===== config.mk =====
export PLATFORM = sky130hd
export DESIGN_NAME = phy_rst_seq
export DESIGN_NICKNAME = d
export VERILOG_FILES = /design/src/rtl/phy_rst_seq_pkg.sv /design/src/rtl/seq_timer.sv /design/src/rtl/seq_regs.sv /design/src/rtl/seq_fsm.sv /design/src/rtl/phy_rst_seq.sv
export SDC_FILE = /design/constraint.sdc
export NUM_CORES = 1
export LEC_CHECK = 0
export CORE_ASPECT_RATIO = 0.6
export CORE_UTILIZATION = 37
export DETAILED_ROUTE_END_ITERATION = 12
export MAX_ROUTING_LAYER = met4
export PLACE_DENSITY = 0.85
export REMOVE_ABC_BUFFERS = 1
export SYNTH_ARGS = -nofsm -noshare
export SYNTH_HDL_FRONTEND = slang
export SYNTH_SLANG_ARGS = --single-unit

===== constraint.sdc =====
create_clock -name clk -period 2.5 [get_ports clk]
set_input_delay 0.375 -clock clk [delete_from_list [all_inputs] [get_ports clk]]
set_output_delay 0.375 -clock clk [all_outputs]
set_load 0.01 [all_outputs]

===== src/rtl/phy_rst_seq_pkg.sv =====
package phy_rst_seq_pkg;

    typedef struct packed {
        logic tclr;
        logic phy_rst_n;
        logic shut_n;
        logic ctl_rst_n;
    } pctl_t;

    localparam int NFIELD = 4;

    typedef enum logic [2:0] {
        SQ_IDLE,
        SQ_CORE_LO,
        SQ_CLR_LO,
        SQ_SHUT_UP,
        SQ_SHUT_GAP,
        SQ_PHY_GAP
    } sq_state_e;

    localparam logic [7:0] OFS_CTL   = 8'h08;
    localparam logic [7:0] OFS_SHUT  = 8'h40;
    localparam logic [7:0] OFS_PHY   = 8'h44;
    localparam logic [7:0] OFS_TCTL0 = 8'h50;

    function automatic int ns_to_cycles(input int ns, input int period_ps);
        int c;
        c = (ns * 1000 + period_ps - 1) / period_ps;
        return (c < 1) ? 1 : c;
    endfunction

    function automatic logic [NFIELD-1:0] field_sel(input logic [7:0] a);
        case (a)
            OFS_CTL:   return 4'b0001;
            OFS_SHUT:  return 4'b0010;
            OFS_PHY:   return 4'b0100;
            OFS_TCTL0: return 4'b1000;
            default:   return 4'b0000;
        endcase
    endfunction

endpackage


===== src/rtl/seq_timer.sv =====
module seq_timer #(
    parameter int CNT_W = 4
) (
    input  logic             clk,
    input  logic             rst,
    input  logic             load,
    input  logic [CNT_W-1:0] load_val,
    output logic             expired
);
    logic [CNT_W-1:0] cnt_q;

    always_ff @(posedge clk) begin
        if (rst)              cnt_q <= '0;
        else if (load)        cnt_q <= load_val;
        else if (cnt_q != '0) cnt_q <= cnt_q - 1'b1;
    end

    assign expired = (cnt_q == '0);


    timer_step_chk: assert property (@(posedge clk) disable iff (rst)
        (!load && cnt_q != '0) |=> (cnt_q == $past(cnt_q) - 1'b1));
endmodule


===== src/rtl/seq_regs.sv =====
module seq_regs
    import phy_rst_seq_pkg::*;
#(
    parameter int ADDR_W = 8,
    parameter int DATA_W = 32
) (
    input  logic              clk,
    input  logic              rst,
    input  logic              wr_en,
    input  logic [ADDR_W-1:0] addr,
    input  logic [DATA_W-1:0] wdata,
    input  logic              ack,
    input  pctl_t             cur,
    output logic [NFIELD-1:0] req_mask,
    output pctl_t             req_val,
    output logic [DATA_W-1:0] rdata
);
    logic [NFIELD-1:0] in_mask;
    logic [NFIELD-1:0] pend_mask_q;
    logic [NFIELD-1:0] pend_val_q;
    logic [NFIELD-1:0] merged_val;
    logic [NFIELD-1:0] rd_sel;
    logic [7:0]        addr8;
    logic              unused_hi;

    assign addr8     = 8'(addr);
    assign in_mask   = wr_en ? field_sel(addr8) : '0;
    assign rd_sel    = field_sel(addr8);
    assign unused_hi = ^wdata[DATA_W-1:1];

    for (genvar i = 0; i < NFIELD; i++) begin : g_field
        assign merged_val[i] = in_mask[i] ? wdata[0] : pend_val_q[i];

        always_ff @(posedge clk) begin
            if (rst || ack) begin
                pend_mask_q[i] <= 1'b0;
                pend_val_q[i]  <= 1'b0;
            end else if (in_mask[i]) begin
                pend_mask_q[i] <= 1'b1;
                pend_val_q[i]  <= wdata[0];
            end
        end
    end

    assign req_mask = pend_mask_q | in_mask;
    assign req_val  = pctl_t'(merged_val);

    always_comb begin
        rdata    = '0;
        rdata[0] = |(rd_sel & cur);
    end


    pend_hold_chk: assert property (@(posedge clk) disable iff (rst)
        (!ack && pend_mask_q != '0) |=> ((pend_mask_q & $past(pend_mask_q)) == $past(pend_mask_q)));
endmodule


===== src/rtl/seq_fsm.sv =====
module seq_fsm
    import phy_rst_seq_pkg::*;
#(
    parameter int TCLR_CYC = 4,
    parameter int GAP_CYC  = 2
) (
    input  logic              clk,
    input  logic              rst,
    input  logic              start,
    input  logic              stop,
    input  logic [NFIELD-1:0] req_mask,
    input  pctl_t             req_val,
    output pctl_t             cur,
    output logic              ack,
    output logic              busy,
    output logic              done
);
    localparam int MAXC  = (TCLR_CYC > GAP_CYC) ? TCLR_CYC : GAP_CYC;
    localparam int CNT_W = $clog2(MAXC + 1);

    sq_state_e        state_q, state_d;
    pctl_t            cur_q, cur_d;
    logic             done_q, done_d;
    logic             ld;
    logic [CNT_W-1:0] ld_val;
    logic             expired;

    seq_timer #(.CNT_W(CNT_W)) u_timer (
        .clk      (clk),
        .rst      (rst),
        .load     (ld),
        .load_val (ld_val),
        .expired  (expired)
    );

    always_comb begin
        state_d = state_q;
        cur_d   = cur_q;
        done_d  = 1'b0;
        ld      = 1'b0;
        ld_val  = '0;
        ack     = 1'b0;
        case (state_q)
            SQ_IDLE: begin
                if (start) begin
                    cur_d.ctl_rst_n = 1'b0;
                    state_d         = SQ_CORE_LO;
                end else begin
                    ack = 1'b1;
                    for (int i = 0; i < NFIELD; i++)
                        if (req_mask[i]) cur_d[i] = req_val[i];
                    if (stop) cur_d.ctl_rst_n = 1'b0;
                end
            end
            SQ_CORE_LO: begin
                cur_d.phy_rst_n = 1'b0;
                cur_d.shut_n    = 1'b0;
                cur_d.tclr      = 1'b0;
                ld              = 1'b1;
                ld_val          = CNT_W'(TCLR_CYC - 1);
                state_d         = SQ_CLR_LO;
            end
            SQ_CLR_LO: begin
                if (expired) begin
                    cur_d.tclr = 1'b1;
                    state_d    = SQ_SHUT_UP;
                end
            end
            SQ_SHUT_UP: begin
                cur_d.shut_n = 1'b1;
                ld           = 1'b1;
                ld_val       = CNT_W'(GAP_CYC - 1);
                state_d      = SQ_SHUT_GAP;
            end
            SQ_SHUT_GAP: begin
                if (expired) begin
                    cur_d.phy_rst_n = 1'b1;
                    ld              = 1'b1;
                    ld_val          = CNT_W'(GAP_CYC - 1);
                    state_d         = SQ_PHY_GAP;
                end
            end
            SQ_PHY_GAP: begin
                if (expired) begin
                    cur_d.ctl_rst_n = 1'b1;
                    done_d          = 1'b1;
                    state_d         = SQ_IDLE;
                end
            end
            default: state_d = SQ_IDLE;
        endcase
    end

    always_ff @(posedge clk) begin
        if (rst) begin
            state_q <= SQ_IDLE;
            cur_q   <= '0;
            done_q  <= 1'b0;
        end else begin
            state_q <= state_d;
            cur_q   <= cur_d;
            done_q  <= done_d;
        end
    end

    assign cur  = cur_q;
    assign busy = (state_q != SQ_IDLE);
    assign done = done_q;

    logic [CNT_W-1:0] clr_lo_cnt, shut_hi_cnt, phy_hi_cnt;
    always_ff @(posedge clk) begin
        if (rst) begin
            clr_lo_cnt  <= '0;
            shut_hi_cnt <= '0;
            phy_hi_cnt  <= '0;
        end else begin
            clr_lo_cnt  <= cur_q.tclr ? '0 :
                           (clr_lo_cnt == CNT_W'(MAXC) ? clr_lo_cnt : clr_lo_cnt + 1'b1);
            shut_hi_cnt <= !cur_q.shut_n ? '0 :
                           (shut_hi_cnt == CNT_W'(MAXC) ? shut_hi_cnt : shut_hi_cnt + 1'b1);
            phy_hi_cnt  <= !cur_q.phy_rst_n ? '0 :
                           (phy_hi_cnt == CNT_W'(MAXC) ? phy_hi_cnt : phy_hi_cnt + 1'b1);
        end
    end


    busy_core_lo_chk: assert property (@(posedge clk) disable iff (rst)
        $rose(busy) |-> !cur_q.ctl_rst_n);

    clr_width_chk: assert property (@(posedge clk) disable iff (rst)
        ($rose(cur_q.tclr) && state_q == SQ_SHUT_UP) |-> (clr_lo_cnt >= CNT_W'(TCLR_CYC)));

    shut_gap_chk: assert property (@(posedge clk) disable iff (rst)
        ($rose(cur_q.phy_rst_n) && state_q == SQ_PHY_GAP) |-> (cur_q.shut_n && shut_hi_cnt >= CNT_W'(GAP_CYC)));

    done_release_chk: assert property (@(posedge clk) disable iff (rst)
        done_q |-> (cur_q == 4'b1111 && !busy && phy_hi_cnt >= CNT_W'(GAP_CYC)));

    done_pulse_chk: assert property (@(posedge clk) disable iff (rst)
        done_q |=> !done_q);
endmodule


===== src/rtl/phy_rst_seq.sv =====
module phy_rst_seq
    import phy_rst_seq_pkg::*;
#(
    parameter int CLK_PERIOD_PS = 4000,
    parameter int TCLR_MIN_NS   = 15,
    parameter int GAP_MIN_NS    = 5,
    parameter int ADDR_W        = 8,
    parameter int DATA_W        = 32
) (
    input  logic              clk,
    input  logic              rst,
    input  logic              seq_start,
    input  logic              seq_stop,
    input  logic              reg_wr_en,
    input  logic [ADDR_W-1:0] reg_addr,
    input  logic [DATA_W-1:0] reg_wdata,
    output logic [DATA_W-1:0] reg_rdata,
    output logic              phy_test_clr,
    output logic              phy_shutdown_n,
    output logic              phy_rst_n,
    output logic              core_rst_n,
    output logic              seq_busy,
    output logic              seq_done
);
    localparam int TCLR_CYC = ns_to_cycles(TCLR_MIN_NS, CLK_PERIOD_PS);
    localparam int GAP_CYC  = ns_to_cycles(GAP_MIN_NS, CLK_PERIOD_PS);

    pctl_t             cur;
    pctl_t             req_val;
    logic [NFIELD-1:0] req_mask;
    logic              ack;

    seq_regs #(.ADDR_W(ADDR_W), .DATA_W(DATA_W)) u_regs (
        .clk      (clk),
        .rst      (rst),
        .wr_en    (reg_wr_en),
        .addr     (reg_addr),
        .wdata    (reg_wdata),
        .ack      (ack),
        .cur      (cur),
        .req_mask (req_mask),
        .req_val  (req_val),
        .rdata    (reg_rdata)
    );

    seq_fsm #(.TCLR_CYC(TCLR_CYC), .GAP_CYC(GAP_CYC)) u_fsm (
        .clk      (clk),
        .rst      (rst),
        .start    (seq_start),
        .stop     (seq_stop),
        .req_mask (req_mask),
        .req_val  (req_val),
        .cur      (cur),
        .ack      (ack),
        .busy     (seq_busy),
        .done     (seq_done)
    );

    assign phy_test_clr   = cur.tclr;
    assign phy_shutdown_n = cur.shut_n;
    assign phy_rst_n      = cur.phy_rst_n;
    assign core_rst_n     = cur.ctl_rst_n;
endmodule


==> flow_metrics.py, run 1 <==
metrics = {
    "run_status": {
        "status": "completed",
    },
    "clock_tree": {
        "clockRootBuffer": "clkbuf_8",
        "cts_inserted_buffers": 3,
        "cts.path.max_buffers": 2,
        "clk_pin_slew_ps": 80,
        "cts.sink_count": 19,
        "tritoncts": "yes",
        "cts-htree-levels": 1,
        "clock_latency_ps": 260,
    },
    "route": {
        "remaining_drc_errors": 0,
        "drt_pass1_iterations": 4,
        "viasPerCell": 5.03,
        "wl_mm": 3.25,
        "initialDrtViolationCount": 44,
        "wl_per_cell_um": 13.3,
        "via_count": 1232,
        "ant_nets": 0,
    },
    "placed_design": {
        "place_congestion": 0.852,
        "io_buffers": 20,
        "dp_slack_ps": -131,
        "dp_hpwl_mm": 2.51,
        "dp_cells": 241,
    },
    "grt": {
        "overflow": 0,
        "grt_start_max_net_pins": 15,
        "antenna_found_initial": 0,
        "grt_pass1_vias": 1156,
        "grt_pass1_wl_mm": 5.37,
        "grt_usage_pct": 18.1,
    },
    "synthesis": {
        "synth_top_family_by_area": "simple AND/OR/NAND/NOR gates",
        "synthMuxAreaShare_pct": 2.98,
        "synthCells": 171,
        "synth-compound-area-share_pct": 20.9,
        "synth-edff-count": 0,
        "synth_warnings": 0,
        "synth_cell_types": 54,
        "ys_ff_latch": 19,
        "synth-seq-area-share_pct": 27.5,
        "synth-xor-area-share_pct": 0.633,
        "yosys.area_share.simple_pct": 24.4,
        "synth-main-ff-cell": "dfxtp_1",
        "async_reset_ff_share_pct": 0,
        "synthAdderAreaFrac_pct": 1.81,
        "netlist_area_um2": 1380,
        "syn_area_per_cell_um2": 8.09,
    },
    "die": {
        "design.core.area_um2": 3400,
        "ioPinCount": 83,
        "rows": 16,
        "dieWidth_um": 81.0,
        "chipHeight_um": 49.4,
        "initial_utilization_pct": 40.7,
        "die-area_um2": 4000,
    },
    "layout": {
        "area_growth_pct": 18.2,
        "post-route-util_pct": 48.1,
        "finalNonFillerCells": 245,
        "antenna_cells": 0,
        "final_nets": 248,
        "drive_gt1_share_pct": 14.0,
    },
    "sta": {
        "min_period_over_period_pct": 89.7,
        "hold_viol": 0,
        "fin_crit_ps": 2240,
        "fin_skew_ps": 5.04,
        "relSlewSlack_pct": 55.5,
        "maxSlewViolCount": 0,
        "setup_viol_count_final": 0,
        "max_freq_mhz": 446,
        "setup_slack_ps": 258,
        "worst_hold_slack_ps": 473,
        "max_slew.worst_pin.slew_ps": 666,
        "rsz0062_at_grt": "no",
    },
    "min_path": {
        "hp-class": "register to register",
    },
    "setup_path": {
        "cp_slowest_stage_delay_ps": 530,
        "path_class": "input pin to primary output",
        "worstSetupEndpointType": "primary output",
        "start_kind": "input pin",
        "crit_slowest_cell": "clkdlybuf4s50_1",
        "path_cells": "clkdlybuf4s50_1 > nor3b_2 > a32o_1 > a32oi_1 > nor4_1 > dlygate4sd2_1",
        "crit_required_ps": 2120,
        "crit_path_max_fanout": 3,
        "cp.arrival_ps": 1870,
    },
    "run": {
        "drv_cap": 0,
    },
    "power": {
        "p_leak_nw": 0.672,
        "ir_worst_vdd_v": 0.000308,
        "power_per_cell_area_nw_per_um2": 676,
    },
}
## cell families (layout without fill, tap and decap cells)
family	after synthesis	in the layout
compound gates	38	38
xor+xnor	1	1
fa+ha+maj	2	2
buf+inv	48	47
flops	19	19
mux	4	4
other cells	1	31
simple gates	58	58
## final timing paths
| path | start | to | slack, ps | depth (start not counted) |
|---|---|---|---|---|
| max reg2reg | u_fsm.u_timer.cnt_q[0] | u_fsm.cur[3] | 590 | 6 |
| min | u_regs.pend_mask_q[0] | u_regs.pend_mask_q[0] | 470 | 2 |
| min reg2reg | u_regs.pend_mask_q[0] | u_regs.pend_mask_q[0] | 470 | 2 |
| max | reg_addr[3] | reg_rdata[0] | 260 | 6 |
## critical path, delay by kind of cell
| kind | cells | cell delay [ps] |
|---|---|---|
| buffers and inverters | 2 | 830 |
| AOI/OAI and AO/OA | 2 | 240 |
| and+or+nand+nor | 2 | 430 |
## stage by stage
step                      instance area, um^2  power (W)  TNS, ps
after floorplan                          1240   0.000709        0
after global placement                   1590   0.000863     -126
after detailed placement                 1590   0.000880     -131
after CTS                                1640    0.00110        0
after global routing                     1640    0.00118        0
final                                    1640    0.00111        0
## registers in the layout, indices dropped and copies added (netlist names)
signal               count
u_fsm.cur                4
u_fsm.done               1
u_fsm.state_q            3
u_fsm.u_timer.cnt_q      3
u_regs.pend_mask_q       4
u_regs.pend_val_q        4
## power breakdown
part           leakage (nW)  total, W  internal (W)  switching, W
logic                 0.492  0.000491      0.000216      0.000275
clock network        0.0255  0.000223      0.000111      0.000112
registers             0.155  0.000392      0.000346     0.0000457
total                 0.672   0.00111      0.000674      0.000432
## per-layer routing
metal	track usage (%)	wire length (um)	part of all wire, %	up-vias
met4	5.06	25	0.77	0
met1	26.0	1670	51	588
met2	24.1	1360	42	34
met3	5.05	200	6.1	5
li1	-	-	-	605
met5	-	0	0	-
## final cells by class
type	instances	area (um^2)
Clock buffer	3	41.3
Clock inverter	1	5.00
Timing Repair Buffer	32	288
Tap cell	45	56.3
Sequential cell	19	380
Fill cell	348	1770
Multi-Input combinational cell	134	823
Inverter	11	41.3
## cell usage in the layout, fill, tap and decap left out, types with 3 or more instances in the layout
master and n:
conb_1 31, clkbuf_8 3, nor2_1 13, inv_1 8
mux2i_1 3, nand2b_1 4, a311oi_1 3, clkdlybuf4s50_1 18
nand2_1 9, buf_4 12, dfxtp_1 19, nand3_1 3
inv_2 3, a21oi_1 10, nor2b_1 5, nor3_1 6
## cells in the mapped netlist, drive strengths merged (3+ instances only)
master / count / area, um^2
nor2b: 5 / 31.3
dfxtp: 19 / 380
nor3: 6 / 30.0
nor2: 13 / 48.8
o21ai: 3 / 15.0
clkbuf: 4 / 15.0
nand2b: 4 / 25.0
buf: 33 / 241
inv: 11 / 41.3
a311oi: 3 / 26.3
nand2: 9 / 33.8
o31ai: 3 / 27.5
or2: 3 / 18.8
mux2i: 3 / 30.0
a21oi: 10 / 50.1
nand3: 3 / 15.0
## repair_timing
action,CTS,global route
hold buffers,0,0
buffers inserted,0,0
resized for setup,3,0
endpoints found under the setup margin,1,0
Power figures use the tool's default switching activity.
==> run 2, diff against run 1 <==
==> constraint.sdc (replaced) <==
create_clock -name clk -period 2.5 [get_ports clk]
set_input_delay 0.375 -clock clk [delete_from_list [all_inputs] [get_ports clk]]
set_output_delay 0.375 -clock clk [all_outputs]
set_load 0.005 [all_outputs]
==> run 2 against run 1 <==
Effect of this change:
- via count rose by 1.1%
- first-iteration DRC count rose by 140%
- wire length rose by 4.8%
- core utilization rose by 0.22 points
- power fell by 0.77%
- clock-buffer cell count did not move
- die area did not move
- critical endpoint unchanged
==> flow_metrics.py, run 2 (same netlist as run 1, synthesis figures left out) <==
metrics = {
    "grt": {
        "grt_pass1_wl_mm": 5.46,
        "grt_start_max_net_pins": 15,
        "grt_pass1_vias": 1127,
        "overflow": 0,
        "antenna_found_initial": 0,
        "grt_usage_pct": 18.7,
    },
    "setup_path": {
        "r2r_cells": 6,
        "cp_common_cell": "dlygate4sd2_1",
        "r2r_start": "u_fsm.u_timer.cnt_q[0]",
        "path_class": "input pin to primary output",
        "cp.arrival_ps": 1930,
        "crit_path_max_fanout": 5,
        "r2r_end": "u_fsm.cur[3]",
        "start_kind": "input pin",
        "cp_slowest_stage_delay_ps": 410,
        "cp_top_family": "buffers and inverters",
        "path_cells": "dlygate4sd2_1 > mux2_1 > a32o_1 > a32oi_1 > nor4_1 > dlygate4sd2_1",
        "crit_required_ps": 2120,
        "worstSetupEndpointType": "primary output",
        "crit_slowest_cell": "dlygate4sd2_1",
        "rrSetupSlack_ps": 540,
        "critPathBufInv": 2,
    },
    "layout": {
        "multiInputGateArea_um2": 838,
        "fillCellCount": 339,
        "final_common_cell": "conb_1",
        "antenna_cells": 0,
        "regArea_um2": 380,
        "fin_area_um2": 1640,
        "final_nets": 247,
        "drive_gt1_share_pct": 13.6,
        "area_growth_pct": 18.7,
        "finalNonFillerCells": 244,
        "final_cell_mix": "conb_1 (31), dfxtp_1 (19), clkdlybuf4s50_1 (18)",
    },
    "placed_design": {
        "io_buffers": 20,
        "dp_hpwl_mm": 2.55,
        "dpl_cell_area_um2": 1580,
        "place_congestion": 0.845,
        "dp_cells": 240,
    },
    "sta": {
        "hold_viol": 0,
        "max_freq_mhz": 435,
        "min_period_over_period_pct": 92.1,
        "relSlewSlack_pct": 55.6,
        "max_slew.worst_pin.slew_ps": 664,
        "rsz0062_at_grt": "no",
        "maxSlewViolCount": 0,
        "fin_skew_ps": 4.43,
        "fin_crit_ps": 2300,
        "worst_hold_slack_ps": 469,
        "setup_viol_count_final": 0,
    },
    "min_path": {
        "whs_path_depth": 2,
        "hp-class": "register to register",
        "hold_start": "u_regs.pend_mask_q[0]",
        "whs_endpoint": "u_regs.pend_mask_q[0]",
    },
    "die": {
        "dieWidth_um": 81.0,
        "rows": 16,
        "chipHeight_um": 49.4,
        "die-area_um2": 4000,
        "initial_utilization_pct": 40.7,
        "ioPinCount": 83,
        "design.core.area_um2": 3400,
    },
    "clock_tree": {
        "cts.path.max_buffers": 2,
        "clock_latency_ps": 270,
        "clockRootBuffer": "clkbuf_8",
        "tritoncts": "yes",
        "cts-htree-levels": 1,
        "cts.sink_count": 19,
        "clk_pin_slew_ps": 80,
        "postCtsHoldBufs": 0,
        "cts_inserted_buffers": 3,
    },
    "route": {
        "initialDrtViolationCount": 104,
        "ant_nets": 0,
        "remaining_drc_errors": 0,
        "viasPerCell": 5.11,
        "wl_mm": 3.41,
        "drt_pass1_iterations": 4,
        "wl_per_cell_um": 14.0,
        "via_count": 1246,
    },
    "run": {
        "drv_cap": 0,
    },
    "run_status": {
        "status": "completed",
    },
    "power": {
        "p_leak_nw": 0.676,
        "ir_worst_vdd_v": 0.000293,
        "power_per_cell_area_nw_per_um2": 668,
    },
}
==> run 2: changes by cell type in the layout (fill, tap and decap cells not counted) <==
| cell | change |
|---|---|
| buf_4 | -1 |
| nor3b_4 | +1 |
| nor3b_2 | -1 |
| nor4b_2 | -1 |
| nor4b_4 | +1 |
==> run 2: metal layers <==
layer / vias up / wire length [um] / share of wire (%) / GRT usage [%]
met4: 0 / 34 / 1.0 / 4.46
met2: 50 / 1490 / 44 / 26.6
met5: - / 0 / 0 / -
li1: 602 / - / - / -
met3: 5 / 262 / 7.7 / 4.49
met1: 589 / 1620 / 48 / 26.1
==> run 2: tightest hold or removal path, stage by stage, from the launching register on <==
cell and delay (ps):
dfxtp_1 320, inv_1 50, a21oi_1 50
==> run 2: worst max path at each step <==
stage	start	endpoint	cells past startpoint
final	reg_addr[2]	reg_rdata[0]	6
after floorplan	reg_addr[1]	u_fsm.cur[2]	4
after global routing	reg_addr[3]	reg_rdata[0]	6
after CTS	reg_addr[2]	reg_rdata[0]	6
after global placement	reg_addr[2]	reg_rdata[0]	6
after detailed placement	reg_addr[2]	reg_rdata[0]	6
==> run 2: area by class of cell <==
type	instances	area share, %
Clock buffer	3	2.51
Clock inverter	1	0.305
Inverter	11	2.51
Multi-Input combinational cell	134	51.0
Sequential cell	19	23.2
Tap cell	45	3.43
Timing Repair Buffer	31	17.1
==> run 2: timing repair <==
| action | CTS | global route |
|---|---|---|
| setup endpoints to repair | 1 | 0 |
| gates resized for setup | 5 | 0 |
| buffers inserted | 0 | 0 |
==> run 2: where the power goes <==
part	internal, W	switching (W)
combinational	0.000216	0.000259
sequential	0.000346	0.0000494
clock	0.000111	0.000115
total	0.000674	0.000424
==> run 2: through the flow <==
| step | util (%) | total power, W | setup slack (ps) | TNS, ps |
|---|---|---|---|---|
| floorplan | - | 0.000691 | 618 | 0 |
| global placement | 46.4 | 0.000844 | -64.8 | -64.8 |
| detailed placement | 46.4 | 0.000860 | -129 | -129 |
| CTS | 48.3 | 0.00109 | 239 | 0 |
| global route | 48.3 | 0.00117 | 115 | 0 |
| finish | 48.3 | 0.00110 | 199 | 0 |
